<file path="config.mk">
export PLATFORM = sky130hd
export DESIGN_NAME = montgomery_csa
export DESIGN_NICKNAME = d
export VERILOG_FILES = /design/src/rtl/montgomery_csa.sv
export SDC_FILE = /design/constraint.sdc
export NUM_CORES = 1
export LEC_CHECK = 0
export BUFFER_PORTS_ARGS = -buffer_cell sky130_fd_sc_hd__buf_2
export CORE_ASPECT_RATIO = 0.75
export CORE_MARGIN = 5
export CORE_UTILIZATION = 30
export CTS_CLUSTER_SIZE = 40
export DETAILED_ROUTE_END_ITERATION = 10
export SETUP_SLACK_MARGIN = 0.2
export SYNTH_ARGS = -nofsm -noshare
export SYNTH_HDL_FRONTEND = slang
export SYNTH_SLANG_ARGS = --single-unit
</file>
<file path="constraint.sdc">
create_clock -name clk -period 14.3 [get_ports clk]
set_input_delay 0.715 -clock clk [delete_from_list [all_inputs] [get_ports clk]]
set_output_delay 0.715 -clock clk [all_outputs]
set_load 0.05 [all_outputs]
</file>
<file path="src/rtl/montgomery_csa.sv">
module montgomery_csa #(
  parameter int W = 16,
  parameter int K = 2
) (
  input  logic         clk,
  input  logic         rst_n,
  input  logic         start,
  input  logic [W-1:0] a,
  input  logic [W-1:0] b,
  input  logic [W-1:0] n,
  input  logic [W+K-1:0] nt,
  output logic [W-1:0] p,
  output logic         done
);
  localparam int STEPS = W / K;
  localparam int WS    = W + K + 1;
  localparam int WX    = WS + K;
  localparam int CW    = $clog2(STEPS + 1);

  typedef enum logic [1:0] {IDLE, LOOP, SUM, FIX} state_t;
  state_t st;

  logic [CW-1:0]  cnt;
  logic [W-1:0]   a_q, b_q, n_q;
  logic [W+K-1:0] nt_q;
  logic [WS-1:0]  s_q, c_q, r_q;
  logic           ci_q;

  logic [WX-1:0] s_x, c_x, ab_x, t_s, t_c, qn_x, u_s, u_c;
  logic [WX-2:0] maj1, maj2;
  logic [K-1:0]  q, low_sum;
  logic          cout;

  assign s_x  = {{K{1'b0}}, s_q};
  assign c_x  = {{K{1'b0}}, c_q};
  assign ab_x = {{(WX-W){1'b0}}, a_q} * {{(WX-K){1'b0}}, b_q[K-1:0]};

  assign t_s  = s_x ^ c_x ^ ab_x;
  assign maj1 = (s_x[WX-2:0] & c_x[WX-2:0]) | (s_x[WX-2:0] & ab_x[WX-2:0]) | (c_x[WX-2:0] & ab_x[WX-2:0]);
  assign t_c  = {maj1, ci_q};

  assign q    = t_s[K-1:0] + t_c[K-1:0];
  assign qn_x = {{(WX-W-K){1'b0}}, nt_q} * {{(WX-K){1'b0}}, q};

  assign u_s  = t_s ^ t_c ^ qn_x;
  assign maj2 = (t_s[WX-2:0] & t_c[WX-2:0]) | (t_s[WX-2:0] & qn_x[WX-2:0]) | (t_c[WX-2:0] & qn_x[WX-2:0]);
  assign u_c  = {maj2, 1'b0};

  assign low_sum = u_s[K-1:0] + u_c[K-1:0];
  assign cout    = |{u_s[K-1:0], u_c[K-1:0]};

  always_ff @(posedge clk or negedge rst_n) begin
    if (!rst_n) begin
      st   <= IDLE;
      cnt  <= '0;
      a_q  <= '0;
      b_q  <= '0;
      n_q  <= '0;
      nt_q <= '0;
      s_q  <= '0;
      c_q  <= '0;
      ci_q <= 1'b0;
      r_q  <= '0;
      p    <= '0;
      done <= 1'b0;
    end else begin
      done <= 1'b0;
      case (st)
        IDLE: if (start) begin
          a_q  <= a;
          b_q  <= b;
          n_q  <= n;
          nt_q <= nt;
          s_q  <= '0;
          c_q  <= '0;
          ci_q <= 1'b0;
          cnt  <= '0;
          st   <= LOOP;
        end
        LOOP: begin
          s_q  <= u_s[WX-1:K];
          c_q  <= u_c[WX-1:K];
          ci_q <= cout;
          b_q  <= b_q >> K;
          cnt  <= cnt + 1'b1;
          if (cnt == CW'(STEPS - 1)) st <= SUM;
        end
        SUM: begin
          r_q <= s_q + c_q + {{(WS-1){1'b0}}, ci_q};
          st  <= FIX;
        end
        FIX: begin
          if (r_q >= {{(WS-W){1'b0}}, n_q}) begin
            r_q <= r_q - {{(WS-W){1'b0}}, n_q};
          end else begin
            p    <= r_q[W-1:0];
            done <= 1'b1;
            st   <= IDLE;
          end
        end
        default: st <= IDLE;
      endcase
    end
  end

  AST_N_ODD: assert property (@(posedge clk) disable iff (!rst_n)
    (start && st == IDLE) |-> n[0]);
  AST_LOW_ZERO: assert property (@(posedge clk) disable iff (!rst_n)
    (st == LOOP) |-> (low_sum == '0));
  AST_REDUCED: assert property (@(posedge clk) disable iff (!rst_n)
    done |-> (p < n_q));
  AST_DONE_PULSE: assert property (@(posedge clk) disable iff (!rst_n)
    done |=> !done);
  AST_OPS_HELD: assert property (@(posedge clk) disable iff (!rst_n)
    (st != IDLE) |=> ($stable(n_q) && $stable(a_q) && $stable(nt_q)));
endmodule

</file>
### After elaboration in Yosys (flattened, before gate mapping)

Index checks and enable logic that the tools add are counted.
Widths: inputs -> output; s select.

* register bits: 147
* input bits: 69
* output and inout port bits: 17
* word-level logic and storage cells: 69

* $add $sub $neg: 5
* multipliers: 2
* order comparisons: 1
* equality and inequality tests: 8
* mux-type cells: 17
* bitwise logic cells: 15
* reduce and logical (&&, ||, !) cells: 9

Operators by type and width (count)
* $pmux 19 s2: 3
* $and 19x20->20: 2
* $or 20x20->20: 2
* $and 19x18->19: 2
* $mux 19: 2
* $or 19x19->19: 2
* $pmux 16 s2: 1
* $and 20x20->20: 1
* $mul 18x2->20: 1
* $xor 19x20->20: 1
* $xor 20x20->20: 1
* $add 19x1->19: 1
* $add 19x19->19: 1
* $and 19x19->19: 1
* $ge 19x16->1: 1
* $sub 19x16->19: 1
* $xor 19x18->19: 1
* $xor 19x19->19: 1
* $mul 16x2->18: 1
* $mux 16: 1
* $ne 2x2->1 const B: 4
* $pmux 2 s4: 1
* $pmux 4 s2: 1
* $reduce_and 2->1: 4
* 14 further kinds: 20

### Logic depth before layout (Yosys ltp)

Gate-level depths: netlist of run 1.

* word-level depth: 11
* mapped depth: 20
* depth with buffers taken out: 19

### Least setup slack after synthesis of run 1

No wires, ideal clock.

* path type: register -> register
* start point: reg b_q[1]
* end point: reg s_q[14]
* setup time: 0.083 ns
* data arrival time: 4.577 ns
* required time: 14.217 ns
* path slack: 9.640 ns
* stages on the path, launching flop included: 20
* path buffers: 0
* period minus slack after synthesis: 4.660 ns
* cells stage by stage: dfrtp_1 -> and2_1 -> ha_1 -> inv_1 -> fa_1 -> inv_1 -> ha_1 -> xor2_1 -> and2_1 -> ha_1 -> a21oi_1 -> o211ai_1 -> o41ai_1 -> o21ai_0 -> o21ai_0 -> o21bai_1 -> a21oi_1 -> xor2_1 -> fa_1 -> o21ai_0

* longest elaborated chain between the ends: 7
* elaborated cells on any way between the ends: 11
* those cells by class: 1 x add/sub; 2 x mul; 1 x mux; 7 x bitwise

Ends and longest elaborated chain
* from (decl): line 24 `logic [W-1:0] a_q, b_q, n_q;`
* from (signal assigned): line 84 `b_q <= b_q >> K;`
* $mul 16x2->18 *: line 36 `assign ab_x = {{(WX-W){1'b0}}, a_q} * {{(WX-K){1'b0}}, b_q[K-1:0]};`
* parallel branches: the longest is 4 deep, another holds $mul 18x2->20
* $xor 20x20->20 *: line 45 `assign u_s = t_s ^ t_c ^ qn_x;`
* $pmux 19 s2 *: line 68 `case (st)`
* to (signal assigned): line 81 `s_q <= u_s[WX-1:K];`
* to (decl): line 26 `logic [WS-1:0] s_q, c_q, r_q;`

Mark *: on every way between the ends.
A chain may end at the register's enable or synchronous reset.

### Final worst setup path of run 1

Same ends and word-level chain as after synthesis.

==> impl_metrics.sql, run 1 <==
INSERT INTO impl_metrics (metric_group, metric, value, unit) VALUES
('run_status', 'result_of_the_run', 'finished, final reports clean', ''),
('power', 'p_total', '0.860', 'mW'),
('worst_setup_path', 'crit-reg2reg-capture', 's_q[14]$_DFFE_PN0P_', ''),
('final_layout', 'finish.cell_count_without_fillers', '1586', ''),
('drt', 'number_of_nets_with_antenna_violations_after_routing', '0', ''),
('final_layout', 'layout-area-overhead-vs-synth', '14.7', '%'),
('worst_setup_path', 'reg2reg_slack', '8490', 'ps'),
('sta', 'setup_viol', '0', ''),
('clock_tree', 'htreeDepth', '4', ''),
('drt', 'firstDrtPassIters', '4', ''),
('placed_design', 'pre_cts_slack', '8520', 'ps'),
('drt', 'routedWlPerCell', '14.7', 'um'),
('clock_tree', 'cts_made_buffers', '17', ''),
('worst_setup_path', 'slowest_stage', 'sky130_fd_sc_hd__xor2_1', ''),
('floorplanning', 'die_height', '169', 'um'),
('synthesis', 'synth_simple_gate_area_share', '14.8', '%'),
('synthesis', 'dominantRegCellSynth', 'sky130_fd_sc_hd__dfrtp_1', ''),
('floorplanning', 'num_rows', '58', ''),
('sta', 'timing.fmax', '172', 'MHz'),
('global_route', 'first_global_vias', '7525', ''),
('hold_path', 'worstHoldPathType', 'in -> async', ''),
('global_route', 'grt_pass1_wl', '39400', 'um'),
('synthesis', 'synth-warning-count', '0', ''),
('worst_setup_path', 'critical_path_source', 'b_q[1]$_DFFE_PN0P_', ''),
('final_layout', 'finalNetCount', '1305', ''),
('worst_setup_path', 'crit_path_end', 's_q[14]$_DFFE_PN0P_', ''),
('clock_tree', 'cts_tree', 'built', ''),
('sta', 'final.setup.worst_slack', '8490', 'ps'),
('global_route', 'pin_count_of_the_biggest_net_entering_global_routing', '96', ''),
('final_layout', 'utilization', '34.7', '%'),
('floorplanning', 'die_area', '37500', 'um^2'),
('worst_setup_path', 'cp.arrival', '6160', 'ps'),
('drt', 'drt-total-wl', '23300', 'um'),
('synthesis', 'post-synth-top-area-cell', 'sky130_fd_sc_hd__dfrtp_1', ''),
('synthesis', 'synth_compound_area_share', '14.1', '%'),
('clock_tree', 'cts.sinks', '145', ''),
('sta', 'totalNegativeSetupSlack', '0', 'ps'),
('synthesis', 'synth_area_per_cell', '9.67', 'um^2'),
('floorplanning', 'start_util', '30.2', '%'),
('synthesis', 'synth.top_cells.by_area', 'sky130_fd_sc_hd__dfrtp_1 36%, sky130_fd_sc_hd__ha_1 9.0%, sky130_fd_sc_hd__fa_1 7.9%', ''),
('power', 'peakVddDrop', '0.0618', 'mV'),
('worst_setup_path', 'timing.critical_path.required', '14640', 'ps'),
('worst_setup_path', 'crit_type', 'reg -> reg', ''),
('sta', 'max_slew_margin', '22.8', '%'),
('synthesis', 'yosysSeqAreaShare', '35.9', '%'),
('clock_tree', 'clock_path_buffers', '2', ''),
('synthesis', 'synthArstFlopShare', '100', '%'),
('floorplanning', 'die_w', '222', 'um'),
('worst_setup_path', 'worst_path_largest_cell_delay', '760', 'ps'),
('placed_design', 'gp_congestion', '0.863', ''),
('final_layout', 'final_layout_size_suffix_gt1_share', '17.9', '%'),
('worst_setup_path', 'r2r_cells', '19', ''),
('worst_setup_path', 'critical_path_cell_by_cell', 'and2_1 -> ha_1 -> inv_1 -> fa_1 -> inv_1 -> ha_1 -> xor2_1 -> and2_1 -> ha_1 -> a21oi_1 -> o211ai_1 -> o41ai_1 -> o21ai_0 -> o21ai_0 -> o21bai_1 -> a21oi_1 -> xor2_1 -> fa_1 -> o21ai_0', ''),
('worst_setup_path', 'reg2reg_from', 'b_q[1]$_DFFE_PN0P_', ''),
('synthesis', 'yosys.area.top_type_share', '35.9', '%'),
('worst_setup_path', 'crit_end_category', 'flop', ''),
('global_route', 'grt_overflow_total', '0', ''),
('sta', 'post-route-period-util', '40.7', '%'),
('sta', 'fin_worst_skew', '9.57', 'ps'),
('synthesis', 'multiplexer_share_of_the_synthesized_area', '9.26', '%'),
('sta', 'maxSlewViolCount', '0', ''),
('clock_tree', 'cts.root.buffer_cell', 'sky130_fd_sc_hd__clkbuf_16', ''),
('synthesis', 'yosysUniqueCellTypes', '66', ''),
('sta', 'worst_pin_slew', '1150', 'ps'),
('clock_tree', 'cts_resized', '0', ''),
('drt', 'drc', '0', ''),
('run', 'timing.max_cap.violations', '0', ''),
('clock_tree', 'cts_hold_repair.buffers', '0', ''),
('final_layout', 'antenna-diode-count', '0', ''),
('global_route', 'grt_util_all_layers', '13.0', '%'),
('synthesis', 'netlist_area', '10100', 'um^2');
## layout make-up
cell class	count	area, um^2
repair buffers	90	469
multi-input cells	785	6040
flip-flops and latches	145	3630
clock buffers	17	425
clock inverters	15	135
well taps	450	563
inverters	84	315
fillers	3436	21800
## critical path, delay by kind of cell, from the launching register on
family | cells | cell delay, ps
fa+ha+maj | 5 | 1750
buf+inv | 2 | 110
xor+xnor | 2 | 960
simple gates | 2 | 500
flops | 1 | 510
compound gates | 8 | 1860
## cells in the final DEF (no fill, tap or decap), drive strengths merged, types with 3 or more instances in the layout
master and n:
a211o 3, a211oi 3, a21boi 3, a21o 14
a21oi 48, a22o 3, a311oi 3, a31oi 9
and2 68, and3 6, buf 90, clkbuf 17
clkinv 6, clkinvlp 5, dfrtp 145, fa 40
ha 73, inv 87, mux2 67, mux2i 18
nand2 101, nand2b 6, nand3 16, nand4 5
nor2 58, nor2b 12, nor3 15, o2111ai 3
o211ai 6, o21a 11, o21ai 102, o21bai 6
o41ai 3, or2 3, or3 5, xnor2 29
xor2 24
## cells in the mapped netlist (9+ instances only)
cell                       count
sky130_fd_sc_hd__a31oi_1       9
sky130_fd_sc_hd__buf_1         9
sky130_fd_sc_hd__o21ai_1      20
sky130_fd_sc_hd__xnor2_1      29
sky130_fd_sc_hd__nor2_1       57
sky130_fd_sc_hd__mux2i_1      18
sky130_fd_sc_hd__and2_1       67
sky130_fd_sc_hd__inv_1        83
sky130_fd_sc_hd__ha_1         73
sky130_fd_sc_hd__fa_1         40
sky130_fd_sc_hd__xor2_1       24
sky130_fd_sc_hd__nor2b_1      12
sky130_fd_sc_hd__clkbuf_1     17
sky130_fd_sc_hd__o21a_1       11
sky130_fd_sc_hd__o21ai_0      81
sky130_fd_sc_hd__nand2_1     101
sky130_fd_sc_hd__nand3_1      16
sky130_fd_sc_hd__dfrtp_1     145
sky130_fd_sc_hd__a21o_1       13
sky130_fd_sc_hd__mux2_2       67
sky130_fd_sc_hd__nor3_1       15
sky130_fd_sc_hd__a21oi_1      47
## layer usage
layer	GRT usage [%]	vias to the layer above	wire length [um]
met1	19.9	3557	12700
met2	17.9	139	9370
met3	3.76	15	1090
met4	3.16	0	197
met5	0	-	0
li1	-	3751	-
## state kept, by name, indices dropped and copies added (netlist names)
register  count
a_q          16
r_q          19
ci_q          1
nt_q         18
s_q          18
st            2
n_q          16
b_q          16
cnt           4
p            16
c_q          18
done          1
## power by group
| group | internal (mW) | switching (mW) | leakage, nW |
|---|---|---|---|
| Sequential | 0.410 | 0 | 2.01 |
| Combinational | 0.00757 | 0.0115 | 3.03 |
| Clock | 0.240 | 0.190 | 0.262 |
| Total | 0.658 | 0.202 | 5.30 |
## per-stage QoR
stage / hold slack, ps / cell area [um^2]
4_1_cts: 365 / 11600
2_1_floorplan: 419 / 10100
6_report: 328 / 11600
5_1_grt: 419 / 11600
3_3_place_gp: 464 / 11000
3_5_place_dp: 475 / 11000
## kinds of logic (layout without fill, tap and decap cells)
group	count (synthesis)	after routing
AND/OR/NAND/NOR	305	305
AO/OA/AOI/OAI	229	229
flip-flops	145	145
buffers and inverters	114	206
adder cells (fa/ha/maj)	113	113
multiplexers	85	85
XOR/XNOR	53	53
## how the worst min path moves through the flow
stage / start / to / slack, ps / cells after the start
3_3_place_gp: b_q[4]$_DFFE_PN0P_ / b_q[4]$_DFFE_PN0P_ / 460 / 2
3_5_place_dp: b_q[9]$_DFFE_PN0P_ / b_q[9]$_DFFE_PN0P_ / 480 / 2
6_report: rst_n / p[5]$_DFFE_PN0P_ / 330 / 1
4_1_cts: rst_n / p[5]$_DFFE_PN0P_ / 370 / 1
5_1_grt: rst_n / p[5]$_DFFE_PN0P_ / 420 / 1
2_1_floorplan: rst_n / a_q[0]$_DFFE_PN0P_ / 420 / 0
No activity file was read; power rests on OpenSTA's default activity.
==> inputs of run 2 (changes only) <==
==> constraint.sdc (replaced) <==
create_clock -name clk -period 5.7 [get_ports clk]
set_input_delay 0.285 -clock clk [delete_from_list [all_inputs] [get_ports clk]]
set_output_delay 0.285 -clock clk [all_outputs]
set_load 0.05 [all_outputs]
==> run 2 against run 1 <==
Against the previous run:
- worst setup slack worse by 7900 ps
- routed wire length is 0.89% higher
- first-iteration DRC count is 21% lower
- combinational power grew to 2.6 times the previous value
- global-route usage hardly changed
- core utilization is 0.27 points higher
- maximum frequency is 13% higher
- non-clock buffer count is 3 higher
- final cell count is 0.13% higher
- flip-flop and latch count stayed put
- power grew to 2.6 times the previous value
==> impl_metrics.sql, run 2 (synthesis results as in run 1) <==
INSERT INTO impl_metrics (metric_group, metric, value, unit) VALUES
('sta', 'fin_worst_skew', '15.8', 'ps'),
('sta', 'grt_setup_unrepaired', 'no', ''),
('final_layout', 'largest_register_ffs', '19', ''),
('run', 'timing.max_cap.violations', '0', ''),
('power', 'peakVddDrop', '0.249', 'mV'),
('floorplanning', 'die_area', '37500', 'um^2'),
('sta', 'maxSlewViolCount', '0', ''),
('global_route', 'grt_overflow_total', '0', ''),
('clock_tree', 'cts_made_buffers', '17', ''),
('floorplanning', 'start_util', '30.2', '%'),
('drt', 'drc', '0', ''),
('final_layout', 'filler_cell_count', '3421', ''),
('final_layout', 'finalNetCount', '1308', ''),
('worst_setup_path', 'timing.critical_path.required', '6020', 'ps'),
('sta', 'timing.final.crit_period', '5150', 'ps'),
('drt', 'via_count', '7478', ''),
('worst_setup_path', 'critPathMaxFanout', '17', ''),
('final_layout', 'layout-area-overhead-vs-synth', '15.6', '%'),
('final_layout', 'layout.cells.most_common', 'sky130_fd_sc_hd__dfrtp_1', ''),
('clock_tree', 'clkSlewWorstSetupHoldPaths', '60', 'ps'),
('final_layout', 'regArea', '3630', 'um^2'),
('floorplanning', 'die_height', '169', 'um'),
('final_layout', 'final_layout_size_suffix_gt1_share', '18.1', '%'),
('placed_design', 'port_buffers', '85', ''),
('placed_design', 'placedCellCount', '1556', ''),
('power', 'leakage', '5.35', 'nW'),
('drt', 'drt-total-wl', '23500', 'um'),
('drt', 'vias_per_cell', '4.71', ''),
('global_route', 'grt_util_all_layers', '13.1', '%'),
('drt', 'routedWlPerCell', '14.8', 'um'),
('final_layout', 'final_cell_mix', '143 x sky130_fd_sc_hd__dfrtp_1, 100 x sky130_fd_sc_hd__nand2_1, 84 x sky130_fd_sc_hd__buf_2', ''),
('power', 'powerDensity', '193', 'nW/um^2'),
('global_route', 'antenna_violations_before_repair', '0', ''),
('clock_tree', 'cts_tree', 'built', ''),
('global_route', 'first_global_vias', '7526', ''),
('clock_tree', 'cts.sinks', '145', ''),
('sta', 'post-route-period-util', '90.4', '%'),
('clock_tree', 'cts.root.buffer_cell', 'sky130_fd_sc_hd__clkbuf_16', ''),
('drt', 'number_of_nets_with_antenna_violations_after_routing', '0', ''),
('clock_tree', 'clkLatencyLatePin', '440', 'ps'),
('floorplanning', 'floorplan.core_area', '33400', 'um^2'),
('sta', 'timing.fmax', '194', 'MHz'),
('clock_tree', 'htreeDepth', '4', ''),
('floorplanning', 'num_rows', '58', ''),
('sta', 'report.final.hold_viol_count', '0', ''),
('final_layout', 'multi_input_area', '6040', 'um^2'),
('run_status', 'result_of_the_run', 'finished, final reports clean', ''),
('worst_setup_path', 'crit_end_category', 'flop', ''),
('worst_setup_path', 'crit_type', 'reg -> reg', ''),
('drt', 'firstDrtPassIters', '5', ''),
('drt', 'drt_iter0_markers', '429', ''),
('floorplanning', 'pin_count', '86', ''),
('final_layout', 'antenna-diode-count', '0', ''),
('global_route', 'pin_count_of_the_biggest_net_entering_global_routing', '99', ''),
('sta', 'setup_viol', '0', ''),
('final_layout', 'finish.cell_count_without_fillers', '1588', ''),
('worst_setup_path', 'cp.arrival', '5480', 'ps'),
('placed_design', 'place_hpwl', '17800', 'um'),
('global_route', 'grt_pass1_wl', '39600', 'um'),
('placed_design', 'gp_congestion', '0.860', ''),
('hold_path', 'worstHoldPathType', 'in -> reg', ''),
('sta', 'worst_pin_slew', '1100', 'ps'),
('clock_tree', 'postCtsSetupBuffers', '0', ''),
('final_layout', 'regMostFlops', 'r_q', ''),
('worst_setup_path', 'critPathLaunchType', 'flop', ''),
('floorplanning', 'die_w', '222', 'um'),
('sta', 'max_slew_margin', '26.8', '%'),
('sta', 'totalNegativeSetupSlack', '0', 'ps'),
('clock_tree', 'clock_path_buffers', '2', '');
==> run 2: cell count changes in the layout (fill, tap and decap cells not counted) <==
| cell | previous run | this run |
|---|---|---|
| sky130_fd_sc_hd__dfrtp_1 | 145 | 143 |
| sky130_fd_sc_hd__dlygate4sd3_1 | 0 | 1 |
| sky130_fd_sc_hd__clkinv_4 | 2 | 1 |
| sky130_fd_sc_hd__clkbuf_8 | 0 | 5 |
| sky130_fd_sc_hd__clkinvlp_4 | 5 | 2 |
| sky130_fd_sc_hd__o21ai_1 | 19 | 21 |
| sky130_fd_sc_hd__buf_4 | 5 | 7 |
| sky130_fd_sc_hd__bufinv_16 | 1 | 3 |
| sky130_fd_sc_hd__inv_6 | 4 | 0 |
| sky130_fd_sc_hd__dfrtp_2 | 0 | 2 |
| sky130_fd_sc_hd__o21ai_0 | 81 | 79 |
==> run 2: path summary, 6_finish.rpt <==
path,startpoint,endpoint,slack [ps],cells after the start
min reg2reg,b_q[3]$_DFFE_PN0P_,b_q[3]$_DFFE_PN0P_,490,2
min,nt[11],nt_q[11]$_DFFE_PN0P_,70,2
max in group asynchronous,rst_n,b_q[3]$_DFFE_PN0P_,4050,3
max reg2reg,b_q[0]$_DFFE_PN0P_,s_q[15]$_DFFE_PN0P_,550,20
min in group asynchronous,rst_n,n_q[6]$_DFFE_PN0P_,480,2
max,b_q[0]$_DFFE_PN0P_,s_q[15]$_DFFE_PN0P_,550,20
==> run 2: worst max-delay path: stages, from the launching register on <==
cell and delay [ps]:
sky130_fd_sc_hd__dfrtp_2 490, sky130_fd_sc_hd__and2_1 170, sky130_fd_sc_hd__ha_1 270, sky130_fd_sc_hd__inv_1 50, sky130_fd_sc_hd__fa_1 520, sky130_fd_sc_hd__inv_1 50
sky130_fd_sc_hd__ha_1 280, sky130_fd_sc_hd__xor2_1 180, sky130_fd_sc_hd__buf_4 190, sky130_fd_sc_hd__and2_1 160, sky130_fd_sc_hd__ha_1 230, sky130_fd_sc_hd__fa_1 430
sky130_fd_sc_hd__a211o_1 310, sky130_fd_sc_hd__a21oi_1 180, sky130_fd_sc_hd__o21a_1 200, sky130_fd_sc_hd__o21ai_0 130, sky130_fd_sc_hd__o21ai_1 190, sky130_fd_sc_hd__o21ai_0 160
sky130_fd_sc_hd__xnor2_1 220, sky130_fd_sc_hd__fa_1 430, sky130_fd_sc_hd__o21ai_0 190
==> run 2: area by class of cell <==
type	instances	share of cell area, %
Multi-Input combinational cell	785	51.8
Sequential cell	145	31.1
Tap cell	450	4.82
Clock buffer	22	4.24
Timing Repair Buffer	93	4.24
Inverter	84	2.70
Clock inverter	9	1.10
==> run 2: per-stage QoR <==
step / util, % / instance area, um^2 / setup WS (ps) / power [mW] / hold WS (ps)
5_1_grt: 35.0 / 11700 / 216 / 2.34 / 64.1
6_report: 35.0 / 11700 / 546 / 2.26 / 73.3
3_5_place_dp: 33.1 / 11000 / 464 / 1.10 / 441
4_1_cts: 35.0 / 11700 / 421 / 2.30 / 50.3
2_1_floorplan: - / 10100 / 1040 / 1.05 / -10.6
3_3_place_gp: 33.1 / 11000 / 552 / 1.10 / 438
==> run 2: power by group <==
group	internal, mW	total (mW)	switching (mW)
sequential	1.03	1.03	0
clock	0.742	1.18	0.437
combinational	0.0194	0.0495	0.0300
total	1.79	2.26	0.467
==> run 2: per-layer routing <==
layer  track usage (%)  routed length (um)
met1              20.0               12800
met2              18.3                9500
met3              3.26                1010
met4              3.35                 226
met5                 0                   0
==> run 2: timing repair <==
item	in CTS	in global routing
hold endpoints to repair	33	0
endpoints found under the setup margin	0	2
resized for setup	0	4
hold buffers	1	0
==> inputs of run 3 (changes only) <==
--- a/config.mk
+++ b/config.mk
@@ -11,6 +11,8 @@
 export CORE_UTILIZATION = 30
 export CTS_CLUSTER_SIZE = 40
 export DETAILED_ROUTE_END_ITERATION = 10
+export PLACE_DENSITY = 0.45
+export REMOVE_ABC_BUFFERS = 1
 export SETUP_SLACK_MARGIN = 0.2
 export SYNTH_ARGS = -nofsm -noshare
 export SYNTH_HDL_FRONTEND = slang
==> run 3 against run 2 <==
Against the previous run:
- final cell count is 0.13% higher
- sequential power hardly changed
- worst setup slack better by 97 ps
- critical path type unchanged
- clock power hardly changed
- first-iteration DRC count is 21% lower
- clock skew is 2.1 ps lower
==> impl_metrics.sql, run 3 (synthesis results as in run 1) <==
INSERT INTO impl_metrics (metric_group, metric, value, unit) VALUES
('run_status', 'result_of_the_run', 'finished, final reports clean', ''),
('power', 'powerDensity', '192', 'nW/um^2'),
('power', 'p_total', '2.24', 'mW'),
('power', 'leakage', '5.36', 'nW'),
('clock_tree', 'clock_path_buffers', '2', ''),
('global_route', 'antenna_violations_before_repair', '0', ''),
('global_route', 'grt_pass1_wl', '39800', 'um'),
('hold_path', 'hold_path_end', 'nt_q[2]$_DFFE_PN0P_', ''),
('floorplanning', 'die_height', '169', 'um'),
('final_layout', 'final_layout_size_suffix_gt1_share', '17.8', '%'),
('final_layout', 'layout.cells.most_common', 'sky130_fd_sc_hd__dfrtp_1', ''),
('sta', 'totalNegativeSetupSlack', '0', 'ps'),
('drt', 'routedWlPerCell', '14.8', 'um'),
('final_layout', 'filler_cell_count', '3425', ''),
('clock_tree', 'cts.sinks', '145', ''),
('sta', 'timing.final.crit_period', '5060', 'ps'),
('sta', 'fin_worst_skew', '13.7', 'ps'),
('power', 'power_frac_seq', '45.9', '%'),
('hold_path', 'hold_path.startpoint', 'nt[2]', ''),
('worst_setup_path', 'critPathLaunchType', 'flop', ''),
('drt', 'number_of_nets_with_antenna_violations_after_routing', '0', ''),
('global_route', 'pin_count_of_the_biggest_net_entering_global_routing', '96', ''),
('drt', 'drt_iter0_markers', '340', ''),
('worst_setup_path', 'cp.arrival', '5410', 'ps'),
('drt', 'firstDrtPassIters', '5', ''),
('placed_design', 'gp_congestion', '0.783', ''),
('worst_setup_path', 'critPathMaxFanout', '18', ''),
('hold_path', 'hold-path-cell-count', '2', ''),
('global_route', 'grt_use_met1', '20.7', '%'),
('global_route', 'grt.busiest_layer', 'met1', ''),
('clock_tree', 'cts_made_buffers', '17', ''),
('worst_setup_path', 'reg2reg_slack', '640', 'ps'),
('final_layout', 'regArea', '3630', 'um^2'),
('floorplanning', 'floorplan.core_area', '33400', 'um^2'),
('sta', 'worst_pin_slew', '953', 'ps'),
('worst_setup_path', 'crit_type', 'reg -> reg', ''),
('floorplanning', 'die_area', '37500', 'um^2'),
('worst_setup_path', 'r2r_cells', '19', ''),
('power', 'intPower', '1.77', 'mW'),
('global_route', 'grt.met3_usage', '3.22', '%'),
('final_layout', 'largest_register_ffs', '19', ''),
('floorplanning', 'start_util', '30.2', '%'),
('power', 'peakVddDrop', '0.173', 'mV'),
('sta', 'grt_setup_unrepaired', 'no', ''),
('drt', 'vias_per_cell', '4.60', ''),
('global_route', 'grt_util_all_layers', '13.1', '%'),
('placed_design', 'place_hpwl', '18000', 'um'),
('run', 'timing.max_cap.violations', '0', ''),
('drt', 'drt-total-wl', '23600', 'um'),
('sta', 'post-route-period-util', '88.7', '%'),
('drt', 'drc', '0', ''),
('placed_design', 'port_buffers', '85', ''),
('final_layout', 'layout-area-overhead-vs-synth', '15.5', '%'),
('drt', 'via_count', '7311', ''),
('sta', 'report.final.hold_viol_count', '0', ''),
('worst_setup_path', 'reg2reg_from', 'b_q[1]$_DFFE_PN0P_', ''),
('sta', 'timing.fmax', '198', 'MHz'),
('power', 'part_of_the_total_power_dissipated_in_the_clock_network', '51.9', '%'),
('sta', 'setup_viol', '0', ''),
('sta', 'maxSlewViolCount', '0', ''),
('clock_tree', 'htreeDepth', '4', ''),
('floorplanning', 'num_rows', '58', ''),
('final_layout', 'finalNetCount', '1309', ''),
('floorplanning', 'die_w', '222', 'um'),
('clock_tree', 'postCtsSetupBuffers', '0', ''),
('worst_setup_path', 'timing.critical_path.required', '6050', 'ps'),
('global_route', 'first_global_vias', '7386', ''),
('clock_tree', 'cts.root.buffer_cell', 'sky130_fd_sc_hd__clkbuf_16', ''),
('final_layout', 'regMostFlops', 'r_q', ''),
('power', 'power.share.combinational', '2.2', '%'),
('worst_setup_path', 'crit_end_category', 'flop', ''),
('power', 'power.net_switching', '0.473', 'mW'),
('final_layout', 'final_cell_mix', '145 x sky130_fd_sc_hd__dfrtp_1, 100 x sky130_fd_sc_hd__nand2_1, 84 x sky130_fd_sc_hd__buf_2', ''),
('clock_tree', 'clkSlewWorstSetupHoldPaths', '60', 'ps'),
('global_route', 'grt_overflow_total', '0', ''),
('sta', 'max_slew_margin', '36.5', '%'),
('worst_setup_path', 'crit-reg2reg-capture', 's_q[15]$_DFFE_PN0P_', ''),
('clock_tree', 'cts_tree', 'built', ''),
('clock_tree', 'clkLatencyLatePin', '440', 'ps'),
('global_route', 'globalRouteMet2Util', '18.0', '%'),
('final_layout', 'multi_input_area', '6040', 'um^2'),
('hold_path', 'worstHoldPathType', 'in -> reg', ''),
('floorplanning', 'pin_count', '86', ''),
('power', 'netSwitchingFraction', '21.1', '%'),
('final_layout', 'antenna-diode-count', '0', '');
## run 3: cell types whose count changed in the layout (fill, tap and decap cells not counted), moves of 2 or more
cell / previous run / this run
sky130_fd_sc_hd__clkbuf_1: 0 / 3
sky130_fd_sc_hd__clkbuf_8: 5 / 3
sky130_fd_sc_hd__dfrtp_1: 143 / 145
sky130_fd_sc_hd__dfrtp_2: 2 / 0
## run 3: worst max-delay path, cell delays in order, from the launching register on
cell and delay, ps:
sky130_fd_sc_hd__dfrtp_1 530, sky130_fd_sc_hd__and2_1 220, sky130_fd_sc_hd__ha_1 270, sky130_fd_sc_hd__inv_1 50, sky130_fd_sc_hd__fa_1 530, sky130_fd_sc_hd__inv_1 50
sky130_fd_sc_hd__ha_1 290, sky130_fd_sc_hd__xor2_1 160, sky130_fd_sc_hd__and2_1 170, sky130_fd_sc_hd__ha_1 220, sky130_fd_sc_hd__fa_1 430, sky130_fd_sc_hd__a211o_1 330
sky130_fd_sc_hd__a21oi_1 180, sky130_fd_sc_hd__o21a_1 190, sky130_fd_sc_hd__o21ai_0 120, sky130_fd_sc_hd__o21ai_0 240, sky130_fd_sc_hd__o21ai_0 180, sky130_fd_sc_hd__xnor2_1 220
sky130_fd_sc_hd__fa_1 440, sky130_fd_sc_hd__o21ai_0 150
## run 3: per-layer routing
layer,share of wire (%),wire length [um],vias up
li1,-,-,3768
met1,57,13400,3442
met2,39,9250,90
met3,2.9,679,11
met4,0.82,193,0
met5,0,0,-
## run 3: layout make-up
cell class | instances | share of cell area, %
Tap cell | 450 | 4.83
Clock inverter | 9 | 1.12
Clock buffer | 23 | 4.10
Sequential cell | 145 | 31.1
Multi-Input combinational cell | 785 | 51.8
Inverter | 84 | 2.70
Timing Repair Buffer | 94 | 4.30
## run 3: worst max path at each step
stage                                  start             endpoint  slack (ps)  cells past startpoint
after floorplan           b_q[1]$_DFFE_PN0P_  s_q[14]$_DFFE_PN0P_         740                     19
after global placement    b_q[1]$_DFFE_PN0P_  s_q[14]$_DFFE_PN0P_         610                     21
after detailed placement  b_q[1]$_DFFE_PN0P_  s_q[15]$_DFFE_PN0P_         580                     19
after CTS                 b_q[1]$_DFFE_PN0P_  s_q[14]$_DFFE_PN0P_         550                     21
after global routing      b_q[1]$_DFFE_PN0P_  s_q[15]$_DFFE_PN0P_         200                     19
final                     b_q[1]$_DFFE_PN0P_  s_q[15]$_DFFE_PN0P_         640                     19
## run 3: power groups by stage
| stage | Clock [mW] | Combinational (mW) | Sequential, mW |
|---|---|---|---|
| global route | 1.25 | 0.0576 | 1.03 |
| detailed placement | 0 | 0.0519 | 1.05 |
| global placement | 0 | 0.0518 | 1.05 |
| floorplan | 0 | 0.00289 | 1.05 |
| CTS | 1.21 | 0.0526 | 1.03 |
| finish | 1.17 | 0.0491 | 1.03 |
## run 3: through the flow
step,util (%),worst slack (ps),hold WS [ps],cell area [um^2],std cells
after detailed placement,33.1,584,471,11000,1557
after global routing,34.9,201,45.1,11700,1590
final,34.9,644,77.6,11700,1590
after global placement,33.1,615,462,11000,1557
after CTS,34.9,555,42.6,11700,1590
after floorplan,-,740,-10.6,9970,1014
## run 3: what timing repair did
action                                 4_1_cts  5_1_grt
hold buffers                                 1        0
resized for setup                            0        1
setup endpoints to repair                    0        1
endpoints found under the hold margin       14        0
